**src/rtl/pseq_pkg.sv**
```systemverilog
package pseq_pkg;
  localparam int ADDR_W = 8;
  localparam int DATA_W = 16;
  localparam int PC_W   = 6;

  // entry points into the script table
  localparam logic [PC_W-1:0] WAKE_PC  = PC_W'(0);
  localparam logic [PC_W-1:0] BOOT_PC  = PC_W'(19);
  localparam logic [PC_W-1:0] SLEEP_PC = PC_W'(28);

  typedef enum logic [2:0] {OP_WR, OP_MS, OP_FR, OP_RST, OP_PWR, OP_JMP, OP_END} op_e;

  typedef struct packed {
    op_e               op;
    logic [ADDR_W-1:0] addr;
    logic [DATA_W-1:0] arg;
  } entry_t;

  // control -> datapath strobes
  typedef struct packed {
    logic              loadMs;
    logic              loadFr;
    logic              setRst;
    logic              setPwr;
    logic              setOn;
    logic [DATA_W-1:0] arg;
  } strobe_t;

  function automatic entry_t mkEnt(op_e op, logic [ADDR_W-1:0] a, logic [DATA_W-1:0] d);
    entry_t e;
    e.op = op;
    e.addr = a;
    e.arg = d;
    return e;
  endfunction

  // wake (0..18): leave standby, power part, display-on part, end(on)
  // boot (19..27): line control with 10 ms holds, then jump into the power part
  // sleep (28..35): display off, deep standby, end(off)
  function automatic entry_t scriptAt(logic [PC_W-1:0] pc);
    case (pc)
      6'd0:  return mkEnt(OP_WR,  8'h10, 16'h0000);
      6'd1:  return mkEnt(OP_WR,  8'h07, 16'h0000);
      6'd2:  return mkEnt(OP_MS,  8'h00, 16'd10);
      6'd3:  return mkEnt(OP_WR,  8'h12, 16'h1618);
      6'd4:  return mkEnt(OP_WR,  8'h11, 16'h2227);
      6'd5:  return mkEnt(OP_WR,  8'h13, 16'h61D1);
      6'd6:  return mkEnt(OP_WR,  8'h10, 16'h550C);
      6'd7:  return mkEnt(OP_FR,  8'h00, 16'd5);
      6'd8:  return mkEnt(OP_WR,  8'h12, 16'h0C58);
      6'd9:  return mkEnt(OP_WR,  8'h07, 16'h0001);
      6'd10: return mkEnt(OP_FR,  8'h00, 16'd1);
      6'd11: return mkEnt(OP_WR,  8'h07, 16'h0101);
      6'd12: return mkEnt(OP_FR,  8'h00, 16'd2);
      6'd13: return mkEnt(OP_WR,  8'h76, 16'h2213);
      6'd14: return mkEnt(OP_WR,  8'h1C, 16'h6650);
      6'd15: return mkEnt(OP_WR,  8'h0B, 16'h33E1);
      6'd16: return mkEnt(OP_WR,  8'h76, 16'h0000);
      6'd17: return mkEnt(OP_WR,  8'h07, 16'h0103);
      6'd18: return mkEnt(OP_END, 8'h00, 16'h0001);
      6'd19: return mkEnt(OP_RST, 8'h00, 16'h0001);
      6'd20: return mkEnt(OP_MS,  8'h00, 16'd10);
      6'd21: return mkEnt(OP_RST, 8'h00, 16'h0000);
      6'd22: return mkEnt(OP_MS,  8'h00, 16'd10);
      6'd23: return mkEnt(OP_RST, 8'h00, 16'h0001);
      6'd24: return mkEnt(OP_MS,  8'h00, 16'd10);
      6'd25: return mkEnt(OP_PWR, 8'h00, 16'h0001);
      6'd26: return mkEnt(OP_MS,  8'h00, 16'd10);
      6'd27: return mkEnt(OP_JMP, 8'h00, 16'd1);
      6'd28: return mkEnt(OP_WR,  8'h0B, 16'h30E1);
      6'd29: return mkEnt(OP_WR,  8'h07, 16'h0102);
      6'd30: return mkEnt(OP_FR,  8'h00, 16'd2);
      6'd31: return mkEnt(OP_WR,  8'h07, 16'h0000);
      6'd32: return mkEnt(OP_WR,  8'h12, 16'h0000);
      6'd33: return mkEnt(OP_WR,  8'h10, 16'h0100);
      6'd34: return mkEnt(OP_WR,  8'h10, 16'h0001);
      6'd35: return mkEnt(OP_END, 8'h00, 16'h0000);
      default: return mkEnt(OP_END, 8'h00, 16'h0000);
    endcase
  endfunction
endpackage

```
**src/rtl/pseq_ctrl.sv**
```systemverilog
module pseq_ctrl
  import pseq_pkg::*;
(
  input  logic              clk,
  input  logic              rstN,
  input  logic              panelEnable,
  input  logic              displayOn,
  input  logic              msDone,
  input  logic              frDone,
  input  logic              wrAck,
  output logic              wrReq,
  output logic [ADDR_W-1:0] wrAddr,
  output logic [DATA_W-1:0] wrData,
  output strobe_t           strobe
);
  typedef enum logic [1:0] {S_RUN, S_WMS, S_WFR, S_IDLE} state_e;

  state_e          state, stateNext;
  logic [PC_W-1:0] pc, pcNext;
  entry_t          cur;

  always_ff @(posedge clk or negedge rstN) begin
    if (!rstN) begin
      state <= S_RUN;
      pc    <= BOOT_PC;
    end else begin
      state <= stateNext;
      pc    <= pcNext;
    end
  end

  always_comb begin
    cur       = scriptAt(pc);
    stateNext = state;
    pcNext    = pc;
    strobe    = '0;
    strobe.arg = cur.arg;
    wrReq     = 1'b0;
    wrAddr    = cur.addr;
    wrData    = cur.arg;
    case (state)
      S_RUN: begin
        case (cur.op)
          OP_WR: begin
            wrReq = 1'b1;
            if (wrAck) pcNext = pc + 1'b1;
          end
          OP_MS: begin
            strobe.loadMs = 1'b1;
            stateNext = S_WMS;
          end
          OP_FR: begin
            strobe.loadFr = 1'b1;
            stateNext = S_WFR;
          end
          OP_RST: begin
            strobe.setRst = 1'b1;
            pcNext = pc + 1'b1;
          end
          OP_PWR: begin
            strobe.setPwr = 1'b1;
            pcNext = pc + 1'b1;
          end
          OP_JMP: pcNext = cur.arg[PC_W-1:0];
          OP_END: begin
            strobe.setOn = 1'b1;
            stateNext = S_IDLE;
          end
          default: ;
        endcase
      end
      S_WMS: if (msDone) begin
        pcNext = pc + 1'b1;
        stateNext = S_RUN;
      end
      S_WFR: if (frDone) begin
        pcNext = pc + 1'b1;
        stateNext = S_RUN;
      end
      S_IDLE: if (panelEnable != displayOn) begin
        pcNext = displayOn ? SLEEP_PC : WAKE_PC;
        stateNext = S_RUN;
      end
      default: ;
    endcase
  end
endmodule

```
**src/rtl/pseq_dpath.sv**
```systemverilog
module pseq_dpath
  import pseq_pkg::*;
#(
  parameter int CLKS_PER_MS = 24000,
  parameter int TMR_W       = 24,
  parameter int FRM_W       = 4
) (
  input  logic    clk,
  input  logic    rstN,
  input  logic    vsync,
  input  strobe_t strobe,
  output logic    panelRst,
  output logic    pwrEn,
  output logic    displayOn,
  output logic    msDone,
  output logic    frDone
);
  localparam logic [TMR_W-1:0] TMR_ONE = TMR_W'(1);
  localparam logic [FRM_W-1:0] FRM_ONE = FRM_W'(1);

  logic [TMR_W-1:0] msCnt;
  logic [FRM_W-1:0] frCnt;
  logic             vsPrev;
  logic             vsEdge;

  assign vsEdge = vsync & ~vsPrev;
  assign msDone = (msCnt == TMR_ONE);
  assign frDone = vsEdge && (frCnt == FRM_ONE);

  always_ff @(posedge clk or negedge rstN) begin
    if (!rstN) begin
      msCnt     <= '0;
      frCnt     <= '0;
      vsPrev    <= 1'b0;
      panelRst  <= 1'b0;
      pwrEn     <= 1'b0;
      displayOn <= 1'b0;
    end else begin
      vsPrev <= vsync;
      if (strobe.loadMs)
        msCnt <= TMR_W'(32'(strobe.arg) * 32'(CLKS_PER_MS));
      else if (msCnt != '0)
        msCnt <= msCnt - 1'b1;
      // one extra edge so that N whole frames pass
      if (strobe.loadFr)
        frCnt <= FRM_W'(strobe.arg) + FRM_ONE;
      else if (vsEdge && frCnt != '0)
        frCnt <= frCnt - 1'b1;
      if (strobe.setRst) panelRst  <= strobe.arg[0];
      if (strobe.setPwr) pwrEn     <= strobe.arg[0];
      if (strobe.setOn)  displayOn <= strobe.arg[0];
    end
  end
endmodule

```
**src/rtl/panel_bringup_seq.sv**
```systemverilog
module panel_bringup_seq
  import pseq_pkg::*;
#(
  parameter int CLKS_PER_MS = 24000,
  parameter int TMR_W       = 24,
  parameter int FRM_W       = 4
) (
  input  logic              clk,
  input  logic              rstN,
  input  logic              panelEnable,
  input  logic              vsync,
  input  logic              wrAck,
  output logic              wrReq,
  output logic [ADDR_W-1:0] wrAddr,
  output logic [DATA_W-1:0] wrData,
  output logic              panelRst,
  output logic              pwrEn,
  output logic              displayOn
);
  strobe_t strobe;
  logic    msDone;
  logic    frDone;

  pseq_ctrl u_ctrl (
    .clk(clk), .rstN(rstN), .panelEnable(panelEnable), .displayOn(displayOn),
    .msDone(msDone), .frDone(frDone), .wrAck(wrAck),
    .wrReq(wrReq), .wrAddr(wrAddr), .wrData(wrData), .strobe(strobe)
  );

  pseq_dpath #(.CLKS_PER_MS(CLKS_PER_MS), .TMR_W(TMR_W), .FRM_W(FRM_W)) u_dpath (
    .clk(clk), .rstN(rstN), .vsync(vsync), .strobe(strobe),
    .panelRst(panelRst), .pwrEn(pwrEn), .displayOn(displayOn),
    .msDone(msDone), .frDone(frDone)
  );
endmodule

```
**config.mk**
```make
export PLATFORM = sky130hd
export DESIGN_NAME = panel_bringup_seq
export DESIGN_NICKNAME = d
export VERILOG_FILES = /design/src/rtl/pseq_pkg.sv /design/src/rtl/pseq_ctrl.sv /design/src/rtl/pseq_dpath.sv /design/src/rtl/panel_bringup_seq.sv
export SDC_FILE = /design/constraint.sdc
export NUM_CORES = 1
export LEC_CHECK = 0
export BUFFER_PORTS_ARGS = -buffer_cell sky130_fd_sc_hd__buf_2
export CORE_MARGIN = 4
export CORE_UTILIZATION = 65
export DETAILED_ROUTE_END_ITERATION = 10
export PLACE_DENSITY_LB_ADDON = 0.05
export SLEW_MARGIN = 0
export SYNTH_ARGS = -nofsm -noshare
export SYNTH_HDL_FRONTEND = slang
export SYNTH_SLANG_ARGS = --single-unit
```
**constraint.sdc**
```tcl
create_clock -name clk -period 15.9 [get_ports clk]
set_input_delay 1.59 -clock clk [delete_from_list [all_inputs] [get_ports clk]]
set_output_delay 1.59 -clock clk [all_outputs]
set_load 0.1 [all_outputs]
```
==> results of run 1 <==
worst max-delay path by stage:
stage          slack, ns                 to         start  cells after the start
4_1_cts             9.58  u_dpath.msCnt[21]  u_ctrl.pc[2]                     20
2_1_floorplan       9.73              wrReq  u_ctrl.pc[1]                      7
6_report            9.52  u_dpath.msCnt[21]  u_ctrl.pc[2]                     20
5_1_grt             8.93  u_dpath.msCnt[21]  u_ctrl.pc[2]                     20
3_5_place_dp        9.60  u_dpath.msCnt[21]  u_ctrl.pc[2]                     20
3_3_place_gp        9.92  u_dpath.msCnt[21]  u_ctrl.pc[2]                     20
critical path, cell delays in order (launching register included):
cell	delay, ns
dfrtp_1	1.11
ha_1	0.37
nor3_1	0.06
a211oi_1	0.28
a31oi_1	0.09
o22ai_1	0.49
inv_1	0.22
fa_1	0.51
fa_1	0.52
inv_1	0.05
fa_1	0.47
inv_1	0.05
fa_1	0.52
inv_1	0.04
ha_1	0.34
o211ai_1	0.24
a22oi_1	0.15
a31o_1	0.24
a21oi_1	0.17
xor2_1	0.17
o22ai_1	0.10
through the flow:
stage	area [um2]	hold WS [ns]	util
final	6270	0.491	0.705
after detailed placement	6150	0.476	0.692
after floorplan	6060	0.517	-
after global routing	6270	0.518	0.705
after global placement	6150	0.470	0.692
after CTS	6270	0.496	0.705
flip-flops by register name (all words and copies together) (netlist names):
register           flops
u_ctrl.pc              6
u_dpath.msCnt         24
u_ctrl.state           2
u_dpath.vsPrev         1
u_dpath.panelRst       1
u_dpath.pwrEn          1
u_dpath.frCnt          4
u_dpath.displayOn      1
report_power, final:
part           switching, mW  internal (mW)  total [mW]
Clock                 0.0380         0.0473      0.0853
Sequential           0.00392          0.107       0.111
Combinational         0.0140         0.0106      0.0247
cell families after synthesis:
family | synth area share
and+or+nand+nor | 0.149
muxes | 0.0364
buffers and inverters | 0.116
AOI/OAI and AO/OA | 0.153
other | 0.000619
xor gates and xnor gates | 0.0587
adders and majority gates | 0.320
DFF | 0.166
final cells by class:
class,instances,share of cell area
multi-input combinational,499,0.694
sequential,40,0.160
inverter,129,0.0772
timing repair buffer,34,0.0287
tap,108,0.0216
clock buffer,5,0.0110
clock inverter,3,0.00739
Yosys cell counts (6+ instances only):
library cell  instances
inv_1               126
ha_1                 67
fa_1                 55
nor2_1               42
dfrtp_1              37
nand2_1              37
a21oi_1              32
xnor2_1              25
nor3_1               21
clkbuf_1             20
buf_4                18
nand3_1              18
o21ai_0              18
mux2i_1              13
xor2_1               13
nor4_1               12
o21ai_1              10
o211ai_1              8
o31ai_1               8
a211oi_1              7
nand2b_1              7
nor3b_1               7
and2_1                6
per-layer routing:
layer  share of wire  track usage  vias to the layer above  wire, um
li1                -            -                     2367         -
met1            0.44        0.364                     2287      5980
met2            0.48        0.418                      185      6470
met3           0.060       0.0286                       23       816
met4           0.021       0.0712                        0       285
met5               0            0                        -         0
==> impl_results.md, run 1 <==
- Vias in the first global route: 4890
- Worst IR drop on VDD: 59.6 uV
- Startpoint Class: flop
- IO Pins: 33
- First-pass GRT wire length: 23300 um
- CTS tree: yes
- TritonRoute pass-1 iters: 5
- Status: finished clean
- Postcts setup bufs: 0
- Pwr dens: 35.3 nW/um2
- Final #Nets: 836
- Library cell occupying the most area in the post-synthesis netlist: fa_1
- Antenna violations before repair: 0
- Post-route insts no fill: 818
- ANT cells: 0
- Core Region: 8890 um2
- Worst Path Required: 16.02 ns
- Worst skew pair latency: 0.29 ns
- Setup Viol. Count Final: 0
- Clk sink count: 40
- Reg2Reg Depth: 20
- Maxcap violations: 0
- Worst-case hold path end point: u_dpath.pwrEn
- Maximum fanout along the worst path: 38
- Crit share post-route: 0.401
- Sequential area share after synthesis: 0.166
- Row Count: 34
- Cell Area, Synth: 6050 um2
- CTS Hold Bufs: 0
- Seq. cell area: 1000 um2
- IO buf count: 30
- Synth Register Bits: 40
- CP Data Arrival Time: 6.50 ns
- Power, Total: 0.221 mW
- Reg2Reg Launch Point: u_ctrl.pc[2]
- CTS Root Buffer Type: clkbuf_8
- Fmax: 0.157 GHz
- Die X: 105 um
- Final WL: 13500 um
- Fin Clk Skew: 0.0104 ns
- H-tree level count: 2
- Post-placement cell count: 810
- Die Area: 10900 um2
- Die span in y: 105 um
- DRT antenna net count: 0
- Main synth FF type: dfrtp_1
- Setup tns final: 0 ns
- Post-Place Setup Slack: 9.60 ns
- Most frequent cells in the layout: inv_1 (126), ha_1 (67), fa_1 (55)
- Total track usage: 0.257
- Hold violation total from the final report: 0
- Starting DRT DRC Count: 260
- Clk slew on worst S/H paths: 0.09 ns
- Reg-to-Reg End: u_dpath.msCnt[21]
- Min-delay worst type: reg2reg
- Synthesis-to-layout area growth: 3.56%
- DRC: 0
- Syn Inst Count: 707
- Post-synth EDFFs: 0
- RSZ-0062 raised after global routing: no
- CP Capture Type: flop
- CTS max path bufs: 2
- Max-slew violations: 0
- Multi-input logic area: 4350 um2
- WL per Instance: 16.6 um
- Via/cell ratio: 5.94
- Most common cell after layout, fill and taps aside: inv_1
- Fin worst setup slack: 9.52 ns
- RD Place Congestion: 0.987
- CTS resizes: 0
- Hold Startpoint: u_dpath.pwrEn
- Async S/R FF share, synth: 1.00
- Layout cells sized above 1: 0.0845
- Warnings from Yosys: 0
- GR Overflow Total: 0
- DP HPWL: 10900 um
- R2R setup slack: 9.52 ns
- Starting Density: 0.681
- Final min period: 6.38 ns
- Fillers: 736
- Mapped Avg Cell Area: 8.56 um2
- Static leakage: 2.96 nW
- Critical path class: reg2reg
- Largest net degree at the start of global routing: 45
- Post-synth top area share: 0.182
- Total vias in the final route: 4862
- Cts bufs inserted: 5
- Synth area leaders: fa_1 (18%), dfrtp_1 (15%), ha_1 (14%), inv_1 (7.8%), xnor2_1 (3.6%)
- Netlist cell types: 68
- Rel. slew slack: 0.235
- Min-Delay Path Depth: 1
- Slew @ Worst Pin: 1.15 ns
Power figures use the tool's default switching activity.
==> run 2: changes to the inputs <==
- CORE_UTILIZATION: 65 -> 64
- clock period: 15.9 -> 6.3 ns (I/O delays scaled with it)
==> run 2 against run 1 <==
Largest power group unchanged. Combinational power rose to 2.6 times the previous value. Worst hold slack worse by 0.037 ns. Maximum frequency is 7.9% higher. Sequential power rose to 2.5 times the previous value. Setup slack got worse by 9.1 ns. Non-clock buffer count up 9. Count of clock-buffer cells in the layout unchanged. Flip-flop and latch count unchanged.
==> impl_results.md, run 2 (same netlist as run 1, synthesis figures left out) <==
- Bufs and invs on worst path: 6
- TritonRoute pass-1 iters: 8
- CTS Root Buffer Type: clkbuf_8
- Worst Path Required: 6.44 ns
- Antenna violations before repair: 0
- Static leakage: 3.01 nW
- Most frequent cells in the layout: inv_1 (126), ha_1 (66), fa_1 (55)
- Via/cell ratio: 5.85
- CTS max path bufs: 2
- Met3 track demand over resource: 0.0325
- Min-delay worst type: in2async
- Core Region: 9240 um2
- Fin worst setup slack: 0.387 ns
- Cts bufs inserted: 5
- Rel. slew slack: 0.276
- CP Cell Sequence: inv_1, ha_1, nand2_1, a211oi_1, a31oi_1, o22ai_1, buf_4, inv_1, fa_1, fa_1, inv_1, fa_1, inv_1, fa_1, inv_1, ha_1, o211ai_1, a22oi_1, a31o_1, a21oi_1, xor2_1, o22ai_1
- Worst IR drop on VDD: 79.8 uV
- Clk slew on worst S/H paths: 0.10 ns
- GR Overflow Total: 0
- Fillers: 743
- Critical path class: reg2reg
- Row Count: 35
- Crit share post-route: 0.939
- DP HPWL: 11000 um
- IO buf count: 30
- Synthesis-to-layout area growth: 5.17%
- ANT cells: 0
- Startpoint Class: flop
- Hold violation total from the final report: 0
- Pwr dens: 88.7 nW/um2
- Slew @ Worst Pin: 1.08 ns
- Fin Hold WS: 0.454 ns
- DRT antenna net count: 0
- Psw: 0.148 mW
- Clock power share: 0.393
- Setup Viol. Count Final: 0
- Fmax: 0.169 GHz
- Fin Clk Skew: 0.0164 ns
- Largest register FFs: 24
- CP delay by family, top: adder cells
- Starting DRT DRC Count: 306
- Status: finished clean
- Clk sink count: 40
- CP Data Arrival Time: 6.05 ns
- Starting Density: 0.655
- Final WL: 13700 um
- Sequential share of power: 0.495
- Layout cells sized above 1: 0.0987
- Final #Nets: 845
- DRC: 0
- Cell Int Power: 0.416 mW
- IO Pins: 33
- RD Place Congestion: 0.944
- Maximum fanout along the worst path: 13
- Vias in the first global route: 4794
- Die span in y: 105 um
- Routing usage on met2: 0.406
- Total vias in the final route: 4964
- First-pass GRT wire length: 23200 um
- Final min period: 5.91 ns
- Met1 GRT Util: 0.364
- Power, Total: 0.565 mW
- CP Capture Type: flop
- Max-slew violations: 0
- Max stage delay on crit path: 0.69 ns
- Total track usage: 0.252
- H-tree level count: 2
- CP max-delay cell: dfstp_2
- Most common cell after layout, fill and taps aside: inv_1
- CTS tree: yes
- Top Usage Layer GRT: met2
- Combinational fraction of design power: 0.112
- Largest net degree at the start of global routing: 41
- Die X: 105 um
- Worst skew pair latency: 0.30 ns
- Die Area: 11100 um2
- Largest registers: u_dpath.msCnt x24, u_ctrl.pc x6, u_dpath.frCnt x4
- Post-Place Setup Slack: 0.395 ns
- Maxcap violations: 0
- CTS Hold Bufs: 0
- WL per Instance: 16.2 um
- Most flops, register: u_dpath.msCnt
- Net Sw Frac: 0.262
- Most frequent CP cell: inv_1
-- run 2: worst paths after layout --
| check | start | endpoint | slack [ns] | cells after the start |
|---|---|---|---|---|
| max | u_ctrl.pc[1] | u_dpath.msCnt[21] | 0.39 | 22 |
| min | rstN | u_dpath.msCnt[18] | 0.45 | 1 |
| max reg2reg | u_ctrl.pc[1] | u_dpath.msCnt[21] | 0.39 | 22 |
| min reg2reg | u_dpath.panelRst | u_dpath.panelRst | 0.50 | 1 |
| max in group asynchronous | rstN | u_ctrl.pc[2] | 5.23 | 1 |
| min in group clk | vsync | u_dpath.vsPrev | 0.46 | 1 |
-- run 2: cell type report --
cell class | instances | area, um2 | share of cell area
Clock buffer | 5 | 68.8 | 0.0108
Sequential cell | 40 | 1010 | 0.158
Inverter | 129 | 484 | 0.0761
Clock inverter | 3 | 46.3 | 0.00727
Multi-Input combinational cell | 499 | 4350 | 0.684
Tap cell | 129 | 161 | 0.0254
Timing Repair Buffer | 43 | 248 | 0.0389
-- run 2: worst register-to-register path, cell delays in order, from the launching register on --
cell	delay (ns)
dfstp_2	0.69
inv_1	0.15
ha_1	0.38
nand2_1	0.10
a211oi_1	0.27
a31oi_1	0.07
o22ai_1	0.21
buf_4	0.19
inv_1	0.10
fa_1	0.47
fa_1	0.52
inv_1	0.06
fa_1	0.48
inv_1	0.06
fa_1	0.52
inv_1	0.04
ha_1	0.34
o211ai_1	0.23
a22oi_1	0.16
a31o_1	0.25
a21oi_1	0.17
xor2_1	0.20
o22ai_1	0.10
-- run 2: through the flow --
stage	TNS (ns)	area, um2	cells	util
after floorplan	0	6060	708	-
after global placement	0	6230	838	0.674
after detailed placement	0	6230	838	0.674
after CTS	0	6350	846	0.687
after global routing	-0.00100	6370	848	0.689
final	0	6370	848	0.689
-- run 2: routing by layer --
| metal | up-vias | share of wire | wire length, um |
|---|---|---|---|
| met5 | - | 0 | 0 |
| met4 | 0 | 0.017 | 235 |
| met2 | 181 | 0.47 | 6500 |
| met1 | 2364 | 0.45 | 6220 |
| met3 | 21 | 0.058 | 792 |
| li1 | 2398 | - | - |
-- run 2: timing repair --
action / CTS / global route
setup buffers: 0 / 2
resized for setup: 0 / 2
hold endpoints to repair: 0 / 0
setup endpoints to repair: 0 / 1
-- run 2: power by group through the flow --
stage | Combinational (mW) | Sequential [mW] | Clock [mW]
3_5_place_dp | 0.0637 | 0.285 | 0
4_1_cts | 0.0645 | 0.280 | 0.224
5_1_grt | 0.0735 | 0.282 | 0.235
3_3_place_gp | 0.0599 | 0.285 | 0
2_1_floorplan | 0.0496 | 0.283 | 0
6_report | 0.0632 | 0.280 | 0.222
